## src/rtl/pp_adder_pkg.sv

```systemverilog
package pp_adder_pkg;

    typedef struct packed {
        logic g;
        logic p;
    } gp_t;

    // Merge a lower-order group with the higher-order group that follows it.
    function automatic gp_t gp_merge(gp_t lo, gp_t hi);
        gp_t r;
        r.g = hi.g | (lo.g & hi.p);
        r.p = hi.p & lo.p;
        return r;
    endfunction

endpackage

```

## src/rtl/pp_gp_gen.sv

```systemverilog
module pp_gp_gen
    import pp_adder_pkg::*;
#(
    parameter int N = 32
) (
    input  logic [N-1:0] a_in,
    input  logic [N-1:0] b_in,
    output gp_t  [N-1:0] bit_gp
);

    for (genvar i = 0; i < N; i++) begin : g_bit
        assign bit_gp[i].g = a_in[i] & b_in[i];
        assign bit_gp[i].p = a_in[i] ^ b_in[i];
    end

endmodule

```

## src/rtl/pp_gp_cell.sv

```systemverilog
module pp_gp_cell
    import pp_adder_pkg::*;
(
    input  gp_t lo_in,
    input  gp_t hi_in,
    output gp_t merged
);

    assign merged = gp_merge(lo_in, hi_in);

endmodule

```

## src/rtl/pp_prefix_net.sv

```systemverilog
module pp_prefix_net
    import pp_adder_pkg::*;
#(
    parameter int N = 32
) (
    input  gp_t [N-1:0] bit_gp,
    output gp_t [N-1:0] grp_gp
);

    localparam int LV = $clog2(N);

    gp_t [N-1:0] stage [0:LV];

    assign stage[0] = bit_gp;

    // Level l unrolls the half-split recursion on blocks of 2^(l+1) bits.
    // Every position in an upper half merges with the last position of
    // the matching lower half.
    for (genvar l = 0; l < LV; l++) begin : g_lvl
        for (genvar i = 0; i < N; i++) begin : g_pos
            localparam int BLK  = 1 << (l + 1);
            localparam int HALF = 1 << l;
            localparam int JOIN = ((i / BLK) * BLK) + HALF - 1;
            if (((i / HALF) % 2) == 1) begin : g_merge
                pp_gp_cell u_cell (
                    .lo_in  (stage[l][JOIN]),
                    .hi_in  (stage[l][i]),
                    .merged (stage[l+1][i])
                );
            end else begin : g_pass
                assign stage[l+1][i] = stage[l][i];
            end
        end
    end

    assign grp_gp = stage[LV];

endmodule

```

## src/rtl/pp_sum_gen.sv

```systemverilog
module pp_sum_gen
    import pp_adder_pkg::*;
#(
    parameter int N = 32
) (
    input  gp_t  [N-1:0] bit_gp,
    input  gp_t  [N-1:0] grp_gp,
    output logic [N-1:0] sum_out,
    output logic         carry_out
);

    assign sum_out[0] = bit_gp[0].p;

    for (genvar i = 1; i < N; i++) begin : g_sum
        assign sum_out[i] = bit_gp[i].p ^ grp_gp[i-1].g;
    end

    assign carry_out = grp_gp[N-1].g;

endmodule

```

## src/rtl/pp_adder.sv

```systemverilog
module pp_adder
    import pp_adder_pkg::*;
#(
    parameter int N = 32
) (
    input  logic [N-1:0] a_in,
    input  logic [N-1:0] b_in,
    output logic [N-1:0] sum_out,
    output logic         carry_out
);

    gp_t [N-1:0] bit_gp;
    gp_t [N-1:0] grp_gp;
    logic [N-1:0] all_p;

    pp_gp_gen #(.N(N)) u_gp (
        .a_in   (a_in),
        .b_in   (b_in),
        .bit_gp (bit_gp)
    );

    pp_prefix_net #(.N(N)) u_net (
        .bit_gp (bit_gp),
        .grp_gp (grp_gp)
    );

    pp_sum_gen #(.N(N)) u_sum (
        .bit_gp    (bit_gp),
        .grp_gp    (grp_gp),
        .sum_out   (sum_out),
        .carry_out (carry_out)
    );

    for (genvar i = 0; i < N; i++) begin : g_allp
        assign all_p[i] = bit_gp[i].p;
    end

    always_comb begin

        sum_match_chk: assert ({carry_out, sum_out} == ({1'b0, a_in} + {1'b0, b_in}));

        if (&all_p) begin
            all_prop_chk: assert (!carry_out && (&sum_out));
        end
        for (int i = 0; i < N; i++) begin

            grp_excl_chk: assert (!(grp_gp[i].g && grp_gp[i].p));
        end
        for (int i = 1; i < N; i++) begin

            ripple_rel_chk: assert (grp_gp[i].g == (bit_gp[i].g | (bit_gp[i].p & grp_gp[i-1].g)));
        end
    end

endmodule

```

## config.mk

```make
export PLATFORM = sky130hd
export DESIGN_NAME = pp_adder
export DESIGN_NICKNAME = d
export VERILOG_FILES = /design/src/rtl/pp_adder_pkg.sv /design/src/rtl/pp_gp_gen.sv /design/src/rtl/pp_gp_cell.sv /design/src/rtl/pp_prefix_net.sv /design/src/rtl/pp_sum_gen.sv /design/src/rtl/pp_adder.sv
export SDC_FILE = /design/constraint.sdc
export NUM_CORES = 1
export LEC_CHECK = 0
export ABC_CLOCK_PERIOD_IN_PS = 5300
export BUFFER_PORTS_ARGS = -buffer_cell sky130_fd_sc_hd__buf_4
export CORE_MARGIN = 2
export CORE_UTILIZATION = 48
export DETAILED_ROUTE_END_ITERATION = 10
export PLACE_DENSITY = 0.9
export SLEW_MARGIN = 10
export SYNTH_ARGS = -nofsm -noshare
export SYNTH_HDL_FRONTEND = slang
export SYNTH_SLANG_ARGS = --single-unit
```

## constraint.sdc

```tcl
create_clock -name vclk -period 5.3
set_input_delay 0.265 -clock vclk [all_inputs]
set_output_delay 0.265 -clock vclk [all_outputs]
set_load 0.02 [all_outputs]
```

Word level (Yosys, flattened, before mapping):

Index checks and enable logic that the tools add are counted.

* bits in registers: 0
* input bits: 64
* output and inout bits: 33
* logic and storage cells: 304

* bitwise operators: 304

Operators by type and width (number)
* bitwise AND 1 bit: 161
* bitwise OR 1 bit: 80
* XOR 1 bit: 63

Depth between registers and ports, before layout:

* depth after elaboration: 12
* depth in mapped cells: 9
* gate-level depth less buffers: 9

Hierarchy:

From an unflattened synthesis, not the netlist that was laid out.

* cells, all modules: 227
* area, all modules: 1803.0 sq um

By module, submodules not included
* pp_gp_cell: instances 80, cells each 2, area each 13.8 sq um, seq. area each 0.0 sq um
* pp_gp_gen: instances 1, cells each 32, area each 400.4 sq um, seq. area each 0.0 sq um
* pp_sum_gen: instances 1, cells each 33, area each 286.5 sq um, seq. area each 0.0 sq um
* pp_prefix_net: instances 1, cells each 2, area each 15.0 sq um, seq. area each 0.0 sq um

Worst setup path after synthesis:

OpenSTA, ideal clock, no wires.

* path kind: input to output
* from: input a_in[0]
* to: output sum_out[16]
* arrival: 2.451 ns
* required time: 5.035 ns
* setup slack: 2.584 ns
* cell stages on the path: 8
* path buffers: 0
* cells stage by stage: ha_1 fa_1 a211oi_1 nor3_1 nor3b_1 o21a_1 fa_1 inv_1

* longest elaborated chain between the ends: 10

RTL lines
* start: declaration: RTL line pp_adder.sv:6 `input logic [N-1:0] a_in,`
* bitwise AND 1 bit: RTL line pp_gp_gen.sv:12 `assign bit_gp[i].g = a_in[i] & b_in[i];`
* bitwise AND 1 bit: RTL line pp_adder_pkg.sv:11 `r.g = hi.g | (lo.g & hi.p);`
* bitwise OR 1 bit: RTL line pp_adder_pkg.sv:11
* bitwise AND 1 bit: RTL line pp_adder_pkg.sv:11
* bitwise OR 1 bit: RTL line pp_adder_pkg.sv:11
* bitwise AND 1 bit: RTL line pp_adder_pkg.sv:11
* bitwise OR 1 bit: RTL line pp_adder_pkg.sv:11
* bitwise AND 1 bit: RTL line pp_adder_pkg.sv:11
* bitwise OR 1 bit: RTL line pp_adder_pkg.sv:11
* XOR 1 bit: RTL line pp_sum_gen.sv:15 `assign sum_out[i] = bit_gp[i].p ^ grp_gp[i-1].g;`
* end: declaration: RTL line pp_adder.sv:8 `output logic [N-1:0] sum_out,`

No other way between the ends.

Final worst setup path:

Same ends and word-level chain as after synthesis.

==> flow_summary.ini <==
[outcome]
status = finished clean

[floorplanning]
die_w_um = 59.4
die_h_um = 59.4
die_area_um2 = 3530
design.core.area_um2 = 2980
start_util_pct = 49.5
ios = 97
rows = 20

[drt]
wirelength_mm = 4.12
ant_nets = 0
first_pass_iters = 4
first_iter_violations = 53
viasPerCell = 5.58
avgRoutedWirePerCell_um = 12.8
vias = 1797
drc_errors = 0

[setup_path]
path_cells = buf_4 -> ha_1 -> fa_1 -> a211oi_1 -> nor3_1 -> nor3b_1 -> o21a_1 -> fa_1 -> inv_1 -> buf_4
path_max_fanout = 5
end_kind = primary output
path_buf_inv = 3
max_stage_delay_ps = 560
path_class = in2out
crit_required_ps = 5040
cp_top_family = adder cells
worst_setup_path_start_kind = input pin
cp_slowest_cell = nor3b_1
arrival_ps = 2880

[global_route]
grt_pass1_vias = 1632
antenna_found_initial = 0
grt_usage_pct = 22.6
grt_first_pass_wirelength_mm = 6.62
gr-total-overflow = 0
grt_max_degree = 13

[pwr]
p_per_area_nw_per_um2 = 164
p_sw_share_pct = 52.9
p_clk_share_pct = 0
p_leak_nw = 1.15
p_switching_uw = 192
p_total_uw = 363
seqPwrFrac_pct = 0
comb_power_share_pct = 100.0
internal_power_uw = 171
vdd_drop_max_mv = 0.0992

[logic_synthesis]
synth_cell_types = 45
syn_area_per_cell_um2 = 7.60
synth_cells = 194
synth_nets = 294
synth_area_um2 = 1470
yosysSeqAreaShare_pct = 0
yosys_warnings = 0

[clocking]
hold_buffers = 0
ctsResizeCount = 0
cts_setup_buffers = 0

[place]
io_buffers = 97
place_hpwl_mm = 3.64
preCtsSetupSlack_ps = 2170
gp_congestion = 0.860

[sta]
period_share_pct = 59.3
maxSlewHeadroom_pct = 37.8
setup_violations = 0
fmax_mhz = 318
grt_setup_unrepaired = false
hold_viol = 0
tightestPinTransition_ps = 929
fin_tns_setup_ps = 0
drv_slew = 0
worst_slack_ps = 2160
period_minus_slack_ps = 3140

[worst_hold_path]
min_delay_path_depth = 3
whs_endpoint = sum_out[0]
min_from = b_in[0]
hold_path_class = in2out

[layout]
area_delta_synth_final_pct = 50.7
nClkBuffers = 0
nets = 391
layout-drive-gt1-share_pct = 35.6
final_common_cell = buf_4
ff_latch_area_um2 = 0
n_antenna_cell = 0
layout_common_cells = buf_4 (97), ha_1 (31), inv_1 (20)
fin_util_pct = 74.6
n_sequential_cell = 0

[flow_run]
maxCapViolations = 0
## Yosys cell counts
master | number | share of area [%]
ha_1 | 31 | 26
inv_1 | 20 | 5.1
a21oi_1 | 16 | 5.4
xnor2_1 | 15 | 8.9
nor2_1 | 13 | 3.3
nand2_1 | 8 | 2.0
nand3_1 | 8 | 2.7
o21ai_0 | 7 | 2.4
a21o_1 | 6 | 3.1
fa_1 | 5 | 6.8
nand4_1 | 4 | 1.7
nor3_1 | 4 | 1.4
o211ai_1 | 4 | 2.0
xor2_1 | 4 | 2.4
a41oi_1 | 3 | 1.8
o21bai_1 | 3 | 1.5
o221ai_1 | 3 | 1.8
o22ai_1 | 3 | 1.3
a211oi_1 | 2 | 1.0
a221oi_1 | 2 | 1.2
a31oi_1 | 2 | 0.85
and2_1 | 2 | 0.85
and3_1 | 2 | 0.85
buf_6 | 2 | 1.5
nand3b_1 | 2 | 1.0
o21a_1 | 2 | 1.0
o31ai_1 | 2 | 1.0
or2_2 | 2 | 0.85
a2111o_1 | 1 | 0.76
a2111oi_0 | 1 | 0.59
a211o_1 | 1 | 0.59
a21oi_2 | 1 | 0.59
a221o_1 | 1 | 0.68
and2b_1 | 1 | 0.51
and3b_1 | 1 | 0.59
and4_1 | 1 | 0.59
nand2b_1 | 1 | 0.42
nand4b_1 | 1 | 0.59
nor2b_1 | 1 | 0.42
nor3b_1 | 1 | 0.51
o21ai_1 | 1 | 0.34
o21ai_2 | 1 | 0.59
o41ai_2 | 1 | 1.1
or3_1 | 1 | 0.42
or3b_2 | 1 | 0.59
## per-layer routing
layer / vias up / GRT usage, % / wire [um]
met5: - / 0 / 0
met4: 0 / 2.27 / 16
met3: 2 / 1.53 / 231
met2: 56 / 43.3 / 2170
met1: 813 / 28.1 / 1700
li1: 926 / - / -
## how the worst max path moves through the flow
stage	slack [ps]	startpoint	endpoint	cells after the start
global placement	2200	a_in[0]	sum_out[16]	10
floorplan	2580	a_in[0]	sum_out[16]	8
global route	1990	a_in[0]	sum_out[16]	10
detailed placement	2170	a_in[0]	sum_out[16]	10
finish	2160	a_in[0]	sum_out[16]	10
CTS	2150	a_in[0]	sum_out[16]	10
## cell families after synthesis
kind of cell / count (synthesis) / share of synthesized area (%)
buffers and inverters: 22 / 6.62
AOI/OAI and AO/OA: 63 / 29.6
adders and majority gates: 36 / 33.1
and+or+nand+nor: 54 / 19.4
xor gates and xnor gates: 19 / 11.3
## power groups by stage
| stage | sequential, mW | combinational (mW) | clock [mW] |
|---|---|---|---|
| 5_1_grt | 0 | 0.394 | 0 |
| 3_5_place_dp | 0 | 0.364 | 0 |
| 4_1_cts | 0 | 0.365 | 0 |
| 2_1_floorplan | 0 | 0.220 | 0 |
| 3_3_place_gp | 0 | 0.355 | 0 |
| 6_report | 0 | 0.363 | 0 |
## through the flow
| step | instances | cell area, um^2 | hold WS (ps) |
|---|---|---|---|
| CTS | 322 | 2220 | 850 |
| floorplan | 194 | 1470 | 730 |
| global placement | 322 | 2220 | 848 |
| finish | 322 | 2220 | 845 |
| detailed placement | 322 | 2220 | 849 |
| global route | 322 | 2220 | 876 |
## area by class of cell
class,instances,area (um^2)
fill,263,757
inverter,20,75.1
timing repair buffer,97,728
tap,33,41.3
multi-input combinational,172,1380
Power figures use the tool's default switching activity.
